--- config.mk ---
export PLATFORM = sky130hd
export DESIGN_NAME = sar_read_ctrl
export DESIGN_NICKNAME = d
export VERILOG_FILES = /design/src/rtl/sar_rd_pkg.sv /design/src/rtl/sar_rd_seq.sv /design/src/rtl/sar_rd_shift.sv /design/src/rtl/sar_read_ctrl.sv
export SDC_FILE = /design/constraint.sdc
export NUM_CORES = 1
export LEC_CHECK = 0
export ABC_AREA = 1
export ABC_CLOCK_PERIOD_IN_PS = 1840
export BUFFER_PORTS_ARGS = -buffer_cell sky130_fd_sc_hd__buf_2
export CORE_MARGIN = 2
export CORE_UTILIZATION = 54
export CTS_BUF_LIST = sky130_fd_sc_hd__clkbuf_16
export DETAILED_ROUTE_END_ITERATION = 7
export GPL_ROUTABILITY_DRIVEN = 1
export GPL_TIMING_DRIVEN = 0
export PLACE_DENSITY = 0.74
export SLEW_MARGIN = 20
export SYNTH_ARGS = -nofsm -noshare
export SYNTH_HDL_FRONTEND = slang
export SYNTH_HIERARCHICAL = 1
export SYNTH_SLANG_ARGS = --single-unit
--- constraint.sdc ---
create_clock -name clk -period 1.84 [get_ports clk]
set_clock_uncertainty 0.15 [all_clocks]
set_input_delay 0.368 -clock clk [delete_from_list [all_inputs] [get_ports clk]]
set_output_delay 0.368 -clock clk [all_outputs]
set_load 0.005 [all_outputs]
--- src/rtl/sar_rd_pkg.sv ---
package sar_rd_pkg;
  localparam int WORD_W     = 16;
  localparam int ECHO_BITS  = 16;
  localparam int SELF_BITS  = 18;
  localparam int HDR_W      = SELF_BITS - WORD_W;

  // Strobes from the conversion sequencer to the readout datapath
  typedef struct packed {
    logic readGo;    // start a readout burst this cycle
    logic selfMode;  // readout uses own-clock sampling
    logic stale;     // conversion came after too long an idle gap
  } rdStrobeT;
endpackage

--- src/rtl/sar_rd_seq.sv ---
module sar_rd_seq
  import sar_rd_pkg::*;
#(
  parameter int CNV_HIGH_CYC   = 2,
  parameter int MSB_WAIT_CYC   = 10,
  parameter int MIN_PERIOD_CYC = 76,
  parameter int MAX_IDLE_CYC   = 1000
) (
  input  logic     clk,
  input  logic     rst_n,
  input  logic     startReq,
  input  logic     modeSel,
  input  logic     readerBusy,
  output logic     cnvOut,
  output rdStrobeT ctl
);
  localparam int GAP_W = $clog2(MAX_IDLE_CYC + 1);
  localparam logic [GAP_W-1:0] GAP_MAX   = GAP_W'(MAX_IDLE_CYC);
  localparam logic [GAP_W-1:0] GAP_LAUNCH = GAP_W'(MIN_PERIOD_CYC - 1);
  localparam logic [GAP_W-1:0] GAP_CNVEND = GAP_W'(CNV_HIGH_CYC - 1);
  localparam logic [GAP_W-1:0] GAP_READ  = GAP_W'(MSB_WAIT_CYC - 1);
  localparam logic [GAP_W-1:0] GAP_IDLE  = GAP_W'(MSB_WAIT_CYC);
  localparam logic [GAP_W-1:0] GAP_CNVHI = GAP_W'(CNV_HIGH_CYC);

  logic [GAP_W-1:0] gapCnt;   // cycles since last strobe rise, saturating
  logic pending;
  logic cnvReg;
  logic modeReg;
  logic staleReg;
  logic launch;
  logic ctlIdle;

  assign launch  = (startReq || pending) && (gapCnt >= GAP_LAUNCH);
  assign ctlIdle = !cnvReg && !pending && !readerBusy && (gapCnt >= GAP_IDLE);

  always_ff @(posedge clk or negedge rst_n) begin
    if (!rst_n) begin
      gapCnt   <= GAP_MAX;     // reset counts as a long idle gap
      pending  <= 1'b0;
      cnvReg   <= 1'b0;
      modeReg  <= 1'b0;
      staleReg <= 1'b0;
    end else begin
      if (ctlIdle) modeReg <= modeSel;
      if (launch) begin
        gapCnt   <= '0;
        staleReg <= (gapCnt >= GAP_MAX);
        cnvReg   <= 1'b1;
        pending  <= 1'b0;
      end else begin
        if (gapCnt < GAP_MAX) gapCnt <= gapCnt + 1'b1;
        if (cnvReg && gapCnt == GAP_CNVEND) cnvReg <= 1'b0;
        if (startReq) pending <= 1'b1;
      end
    end
  end

  assign cnvOut       = cnvReg;
  assign ctl.readGo   = (gapCnt == GAP_READ);
  assign ctl.selfMode = modeReg;
  assign ctl.stale    = staleReg;

  AST_CNV_SHORT: assert property (@(posedge clk) disable iff (!rst_n)
    cnvReg |-> (gapCnt < GAP_CNVHI));

  AST_MODE_FROZEN: assert property (@(posedge clk) disable iff (!rst_n)
    (readerBusy || cnvReg || pending) |=> $stable(modeReg));
endmodule

--- src/rtl/sar_rd_shift.sv ---
module sar_rd_shift
  import sar_rd_pkg::*;
#(
  parameter int                 SCLK_HALF_CYC = 2,
  parameter logic [HDR_W-1:0]   HDR_PATTERN   = 2'b10
) (
  input  logic              clk,
  input  logic              rst_n,
  input  rdStrobeT          ctl,
  input  logic              sdataIn,
  input  logic              echoClkIn,
  output logic              sclkOut,
  output logic              busy,
  output logic [WORD_W-1:0] resultWord,
  output logic              resultValid,
  output logic              resultInvalid
);
  localparam int CNT_W = $clog2(SELF_BITS + 1);
  localparam int PH_W  = $clog2(SCLK_HALF_CYC);
  localparam logic [CNT_W-1:0] ECHO_N  = CNT_W'(ECHO_BITS);
  localparam logic [CNT_W-1:0] SELF_N  = CNT_W'(SELF_BITS);
  localparam logic [PH_W-1:0]  PH_LAST = PH_W'(SCLK_HALF_CYC - 1);

  logic                 active;
  logic                 sclkReg;
  logic [PH_W-1:0]      phase;
  logic [CNT_W-1:0]     clkLeft;
  logic [CNT_W-1:0]     rxCnt;
  logic                 rxDone;
  logic                 selfReg;
  logic                 staleReg;
  logic [SELF_BITS-1:0] shiftReg;
  logic                 echoS1, echoS2, echoS3;
  logic                 dataS1, dataS2;
  logic [WORD_W-1:0]    wordReg;
  logic                 validReg;
  logic                 invReg;

  logic [CNT_W-1:0]     nBits;
  logic                 tick, fallNow, echoRise, sampleEv, sampleBit, lastSample, hdrBad;
  logic [SELF_BITS-1:0] newShift;

  assign nBits      = selfReg ? SELF_N : ECHO_N;
  assign tick       = active && (clkLeft != '0) && (phase == PH_LAST);
  assign fallNow    = tick && sclkReg;
  assign echoRise   = echoS2 && !echoS3;
  assign sampleEv   = active && !rxDone && (selfReg ? fallNow : echoRise);
  assign sampleBit  = selfReg ? sdataIn : dataS2;
  assign newShift   = {shiftReg[SELF_BITS-2:0], sampleBit};
  assign lastSample = sampleEv && (rxCnt == nBits - 1'b1);
  assign hdrBad     = selfReg && (newShift[SELF_BITS-1:WORD_W] != HDR_PATTERN);

  // two-flop synchronizer for the returned clock and its data
  always_ff @(posedge clk or negedge rst_n) begin
    if (!rst_n) begin
      echoS1 <= 1'b0; echoS2 <= 1'b0; echoS3 <= 1'b0;
      dataS1 <= 1'b0; dataS2 <= 1'b0;
    end else begin
      echoS1 <= echoClkIn; echoS2 <= echoS1; echoS3 <= echoS2;
      dataS1 <= sdataIn;   dataS2 <= dataS1;
    end
  end

  always_ff @(posedge clk or negedge rst_n) begin
    if (!rst_n) begin
      active   <= 1'b0;
      sclkReg  <= 1'b0;
      phase    <= '0;
      clkLeft  <= '0;
      rxCnt    <= '0;
      rxDone   <= 1'b0;
      selfReg  <= 1'b0;
      staleReg <= 1'b0;
      shiftReg <= '0;
      wordReg  <= '0;
      validReg <= 1'b0;
      invReg   <= 1'b0;
    end else begin
      validReg <= lastSample;
      if (ctl.readGo && !active) begin
        active   <= 1'b1;
        sclkReg  <= 1'b1;
        phase    <= '0;
        clkLeft  <= ctl.selfMode ? SELF_N : ECHO_N;
        rxCnt    <= '0;
        rxDone   <= 1'b0;
        selfReg  <= ctl.selfMode;
        staleReg <= ctl.stale;
        shiftReg <= '0;
      end else if (active) begin
        if (clkLeft != '0) phase <= (phase == PH_LAST) ? '0 : phase + 1'b1;
        if (tick) sclkReg <= ~sclkReg;
        if (fallNow) clkLeft <= clkLeft - 1'b1;
        if (sampleEv) begin
          shiftReg <= newShift;
          rxCnt    <= rxCnt + 1'b1;
        end
        if (lastSample) begin
          rxDone  <= 1'b1;
          wordReg <= newShift[WORD_W-1:0];
          invReg  <= staleReg || hdrBad;
        end
        if (clkLeft == '0 && rxDone) active <= 1'b0;
      end
    end
  end

  assign sclkOut       = sclkReg;
  assign busy          = active;
  assign resultWord    = wordReg;
  assign resultValid   = validReg;
  assign resultInvalid = invReg;

  AST_READ_NO_COLLIDE: assert property (@(posedge clk) disable iff (!rst_n)
    ctl.readGo |-> !active);

  AST_SCLK_IDLE_LOW: assert property (@(posedge clk) disable iff (!rst_n)
    !active |-> !sclkReg);

  AST_VALID_PULSE: assert property (@(posedge clk) disable iff (!rst_n)
    resultValid |=> !resultValid);

  AST_RX_BOUND: assert property (@(posedge clk) disable iff (!rst_n)
    active |-> (rxCnt <= nBits));
endmodule

--- src/rtl/sar_read_ctrl.sv ---
module sar_read_ctrl
  import sar_rd_pkg::*;
#(
  parameter int               CNV_HIGH_CYC   = 2,
  parameter int               MSB_WAIT_CYC   = 10,
  parameter int               MIN_PERIOD_CYC = 76,
  parameter int               MAX_IDLE_CYC   = 1000,
  parameter int               SCLK_HALF_CYC  = 2,
  parameter logic [HDR_W-1:0] HDR_PATTERN    = 2'b10
) (
  input  logic              clk,
  input  logic              rst_n,
  input  logic              startReq,
  input  logic              modeSel,
  input  logic              sdataIn,
  input  logic              echoClkIn,
  output logic              cnvOut,
  output logic              sclkOut,
  output logic [WORD_W-1:0] resultWord,
  output logic              resultValid,
  output logic              resultInvalid
);
  // longest burst plus synchronizer slack must fit in one period
  localparam int READ_SPAN = SELF_BITS * 2 * SCLK_HALF_CYC + 4;

  if (CNV_HIGH_CYC < 1 || CNV_HIGH_CYC >= MSB_WAIT_CYC) begin : g_bad_cnv
    $error("strobe width must be at least 1 and below the MSB wait");
  end
  if (SCLK_HALF_CYC < 2) begin : g_bad_div
    $error("serial clock half period must be at least 2 cycles");
  end
  if (MIN_PERIOD_CYC < READ_SPAN || MIN_PERIOD_CYC <= MSB_WAIT_CYC) begin : g_bad_min
    $error("minimum period too short for MSB wait or readout burst");
  end
  if (MAX_IDLE_CYC < MIN_PERIOD_CYC) begin : g_bad_max
    $error("idle limit must not be below the minimum period");
  end

  rdStrobeT ctl;
  logic     readerBusy;

  sar_rd_seq #(
    .CNV_HIGH_CYC  (CNV_HIGH_CYC),
    .MSB_WAIT_CYC  (MSB_WAIT_CYC),
    .MIN_PERIOD_CYC(MIN_PERIOD_CYC),
    .MAX_IDLE_CYC  (MAX_IDLE_CYC)
  ) i_seq (
    .clk       (clk),
    .rst_n     (rst_n),
    .startReq  (startReq),
    .modeSel   (modeSel),
    .readerBusy(readerBusy),
    .cnvOut    (cnvOut),
    .ctl       (ctl)
  );

  sar_rd_shift #(
    .SCLK_HALF_CYC(SCLK_HALF_CYC),
    .HDR_PATTERN  (HDR_PATTERN)
  ) i_shift (
    .clk          (clk),
    .rst_n        (rst_n),
    .ctl          (ctl),
    .sdataIn      (sdataIn),
    .echoClkIn    (echoClkIn),
    .sclkOut      (sclkOut),
    .busy         (readerBusy),
    .resultWord   (resultWord),
    .resultValid  (resultValid),
    .resultInvalid(resultInvalid)
  );
endmodule

# Word level (Yosys, flattened, before mapping)
# Cells that the tools add are included.
# word_totals
register_bits	70
latchBits	0
mem_bits_rw	0
romBits	0
in_bits	6
out_inout_bits	20
elab_cells	108
memories	0
# classes
add_sub_neg	5
mul	0
n_div	0
n_lt_le_gt_ge	4
eq_ne	4
shifts	0
muxes	32
n_bitwise	2
n_reduce_logical	39
# ops
operator	n
$mux W17	3
$mux W5	6
$mux W10	2
$mux W1	19
$reduce_bool A2 Y1	9
$logic_and A1 B1 Y1	15
$add A10 B1 Y10 const B	1
$eq A10 B1 Y1 const B	1
$eq A10 B4 Y1 const B	1
$ge A10 B10 Y1 const B	1
$ge A10 B4 Y1 const B	1
$ge A10 B7 Y1 const B	1
$lt A10 B10 Y1 const B	1
$reduce_and A2 Y1	5
$sub A5 B1 Y5 const B	2
$add A5 B1 Y5 const B	1
$eq A5 B5 Y1	1
$logic_not A1 Y1	5
$logic_not A5 Y1	1
$reduce_bool A5 Y1	1
$mux W2	2
$reduce_and A3 Y1	1
$logic_or A1 B1 Y1	2
$ne A2 B2 Y1 const B	1
other kinds (2)	3

# Logic depth before layout (Yosys ltp)
# logic_depth
ltp_word	10
mapped_depth	12
mapped_depth_nobuf	11

# Modules after synthesis
# The synthesis kept the hierarchy.
# by_module_without_submodules
module	n_inst	cells_per_inst	area_each_um2	seq_area_each_um2
sar_rd_shift	1	288	2531.2	1401.3
sar_rd_seq	1	140	952.2	357.8

# Worst setup path after synthesis
# Ideal clock, no wire load.
# synth_path
kind	reg-to-reg
from	register i_shift.clkLeft[0]
to	register i_shift.shiftReg[10]
setup_time_ps	118
arrival_time_ps	1428
required_time_ps	1572
slack_ps	144
stages_incl_launch_ff	13
n_path_buf	1
period_less_slack_ps	1696
cell_sequence	dfrtp_1 inv_1 ha_1 inv_1 nor2_1 nand2_1 nand4_2 nand2_2 nand2_4 inv_4 buf_4 nand2_1 nand2_1
# synth_via
elab_chain_len	8
# synth_rtl
element	line	text
from (decl)	sar_rd_shift.sv:27	logic [CNT_W-1:0] clkLeft;
from (signal assigned)	sar_rd_shift.sv:84	clkLeft <= ctl.selfMode ? SELF_N : ECHO_N;
from (signal assigned)	sar_rd_shift.sv:93	if (fallNow) clkLeft <= clkLeft - 1'b1;
$reduce_bool A5 Y1	sar_rd_shift.sv:44	assign tick = active && (clkLeft != '0) && (phase == PH_LAST);
$logic_and A1 B1 Y1 (2 in series)	sar_rd_shift.sv:44	
$logic_and A1 B1 Y1	sar_rd_shift.sv:45	assign fallNow = tick && sclkReg;
$mux W1	sar_rd_shift.sv:47	assign sampleEv = active && !rxDone && (selfReg ? fallNow : echoRise);
$logic_and A1 B1 Y1	sar_rd_shift.sv:47	
$reduce_bool A2 Y1 (no line)	-	
$reduce_and A2 Y1 (no line)	-	
to (signal assigned)	sar_rd_shift.sv:95	shiftReg <= newShift;
to (decl)	sar_rd_shift.sv:32	logic [SELF_BITS-1:0] shiftReg;
# No other way between the ends.
# A chain may end at the register's enable or synchronous reset.

==> run_results.csv <==
group,metric,value,unit
placement,io_buffers,25,
sta,max_freq,563.4,MHz
synth,yosys_warnings,6,
sta,fin_crit_sh,96.47,%
clocking,cts_tree,"yes",
synth,avgSynthCellArea,8.139,µm²
routing,totalWireLength,7401,µm
routing,drt-initial-drc-count,207,
worst_setup_path,worstPathMaxFanout,10,
clocking,numCtsBuffers,9,
power_and_ir_drop,switching_share,23.18,%
final_layout,synthToLayoutAreaGrowth,19.15,%
power_and_ir_drop,power_density,787.9,nW/µm²
clocking,cts.htree.levels,3,
floorplanning,rows,29,
final_layout,num-nets-final,486,
routing,wl_per_cell,13.31,µm
floorplanning,io-pin-count,26,
final_layout,fin_util,66.12,%
worst_setup_path,cp-end-kind,"register",
routing,dr_wl_met2,3484,µm
power_and_ir_drop,power_frac_seq,48.0,%
synth,synthCells,428,
global_route,antenna_found_initial,0,
power_and_ir_drop,power_frac_comb,1.7,%
sta,finalMaxSlewViolations,0,
global_route,grt-ovfl-total,0,
routing,viasPerCell,5.290,
placement,dp_hpwl,4953,µm
sta,min_period,1775,ps
synth,yosysSeqAreaShare,50.50,%
routing,first_pass_iters,4,
power_and_ir_drop,clock_power_share,50.3,%
power_and_ir_drop,ir_drop,0.6766,mV
sta,worst_slew_pin_slew,432.5,ps
synth,synthTopCellsByArea,"dfrtp_1 46%, nand2_1 17%, nand3_1 5.9%, dfstp_2 4.5%, inv_1 4.5%",
floorplanning,die_h,84.32,µm
synth,netlist_area,3483,µm²
sta,setup_viol_count_final,0,
placement,gp_congestion,0.8894,
routing,num_vias,2941,
synth,syn-num-nets,440,
power_and_ir_drop,leakage,2.258,nW
floorplanning,die_area,7109,µm²
worst_setup_path,required,1950,ps
clocking,cts_sinks,70,
global_route,grt_pass1_vias,2760,
final_layout,nFillCells,514,
synth,yosys_register_bits,70,
clocking,root_buffer,"clkbuf_16",
run_status,status,"completed",
synth,synth_top_cell_by_area,"dfrtp_1",
routing,drt_drc_violations_left,0,
routing,final_antenna_net_count,0,
sta,fin_hold_ws,13.04,ps
hold_path,hold_class,"in2reg",
sta,relSlewSlack,71.17,%
worst_setup_path,worstPathArrival,1890,ps
sta,hold_viol_final,0,
global_route,grt_pass1_wl,12810,µm
power_and_ir_drop,p_switching,758.1,µW
routing,wl_met1,3483,µm
clocking,clk_latency,330,ps
floorplanning,start_util,55.49,%
routing,wl_met3,303,µm
global_route,grt_usage,22.42,%
floorplanning,dieWidth,84.32,µm
synth,yosys.cell_types.count,32,
synth,yosysTopAreaCellShare,45.98,%
sta,rsz0062_at_grt,"yes",
worst_setup_path,crit_type,"reg2reg",
power_and_ir_drop,p_int,2.512,mW
clocking,clk_pin_slew,60,ps
worst_setup_path,crit_path_start_kind,"register",
final_layout,drive_gt1_share,21.71,%
job,max-cap-violations,0,
routing,top_layer,"met4",
final_layout,diodes,0,
floorplanning,core,6277,µm²
clocking,clock_path_buffers,2,
global_route,grt_max_degree,38,
-- sequential cells by signal, indices dropped and copies added (netlist names), 5 cells and up --
name,cells
i_seq/gapCnt,10
i_shift/clkLeft,5
i_shift/resultWord,16
i_shift/rxCnt,5
i_shift/shiftReg,17
-- cell families after synthesis --
group / share of synthesized area (%)
buf+inv: 8.118
compound gates: 2.622
fa+ha+maj: 2.155
flops: 50.50
simple gates: 34.84
xor+xnor: 1.760
-- metal layers --
| metal | up-vias | GRT usage (%) |
|---|---|---|
| li1 | 1450 | - |
| met1 | 1407 | 31.40 |
| met2 | 68 | 34.70 |
| met3 | 16 | 3.736 |
| met4 | 0 | 9.677 |
| met5 | - | 0 |
-- worst max-delay path: stages, from the launching register on --
cell,delay (ps)
dfstp_2,510
buf_2,170
inv_1,80
nand3_1,130
nor3_2,60
nand2_2,170
clkbuf_4,260
nand4_1,110
nand2_1,90
-- synth_stat cells, drive strengths merged --
master	number
inv	46
buf	14
nand2	164
a21oi	4
xor2	6
clkinv	1
o31ai	1
clkbuf	3
nand3	43
dfrtp	64
nand4	22
xnor2	1
ha	6
nor3	9
o21ai	12
nor2	26
dfstp	6
-- cell usage in the layout (no fill, tap or decap), types with 3 or more instances in the layout --
cell,n
inv_6,3
nand3_1,41
nor2_1,20
nand4_1,21
o21ai_1,4
inv_2,3
buf_4,13
inv_4,3
buf_2,31
dfrtp_1,64
nor2_2,3
nand2_4,4
inv_1,40
clkbuf_16,9
nor3_1,6
nand2_2,7
o21ai_0,8
buf_6,3
nand2_1,153
a21oi_1,3
xor2_1,6
dfstp_2,6
ha_1,5
-- power by group through the flow --
stage	Combinational [mW]	Clock, mW	Sequential, mW
3_5_place_dp	0.0570	0	1.60
6_report	0.0568	1.64	1.57
4_1_cts	0.0601	1.68	1.57
3_3_place_gp	0.0497	0	1.59
5_1_grt	0.0681	1.75	1.57
2_1_floorplan	0.0116	0	1.59
-- final timing paths --
| check | cells after the start | to | slack [ps] | start |
|---|---|---|---|---|
| worst min-delay path | 1 | i_shift/dataS1$_DFF_PN0_ | 10 | sdataIn |
| min in group asynchronous | 2 | i_seq/pending$_DFFE_PN0P_ | 370 | rst_n |
| worst max-delay path | 8 | i_shift/rxCnt[0]$_DFFE_PN0P_ | 60 | i_seq/gapCnt[6]$_DFFE_PN1P_ |
| worst min register to register | 0 | i_shift/dataS2$_DFF_PN0_ | 210 | i_shift/dataS1$_DFF_PN0_ |
| max in group asynchronous | 3 | i_shift/shiftReg[14]$_DFFE_PN0P_ | 640 | rst_n |
| worst max register to register | 8 | i_shift/rxCnt[0]$_DFFE_PN0P_ | 60 | i_seq/gapCnt[6]$_DFFE_PN1P_ |
-- per-stage QoR --
stage          std cells  TNS [ps]  area, µm²  worst slack (ps)  power, mW
2_1_floorplan        428         0       3483             143.8      1.604
3_3_place_gp         530    -11170       3705            -166.2      1.644
3_5_place_dp         531     -3577       3727            -176.1      1.652
4_1_cts              550         0       4071             5.219      3.304
5_1_grt              556    -118.6       4150            -19.19      3.392
6_report             556         0       4150             64.96      3.270
-- layout make-up --
class	count	area [µm²]	area share (%)
timing repair buffer	36	227.7	5.487
multi-input combinational	294	1481	35.69
buffer	16	113.9	2.743
sequential	70	1759	42.39
clock buffer	9	225.2	5.427
clock inverter	7	61.31	1.477
inverter	47	185.2	4.462
tap	77	96.34	2.321
-- what timing repair did --
| action | 4_1_cts | 5_1_grt |
|---|---|---|
| pin swaps | 0 | 4 |
| gates cloned | 0 | 0 |
| buffers inserted | 1 | 7 |
| gates resized for setup | 10 | 15 |
| hold buffers | 2 | 0 |
| setup endpoints to repair | 45 | 42 |
| endpoints found under the hold margin | 28 | 0 |
Power figures use the tool's default switching activity.
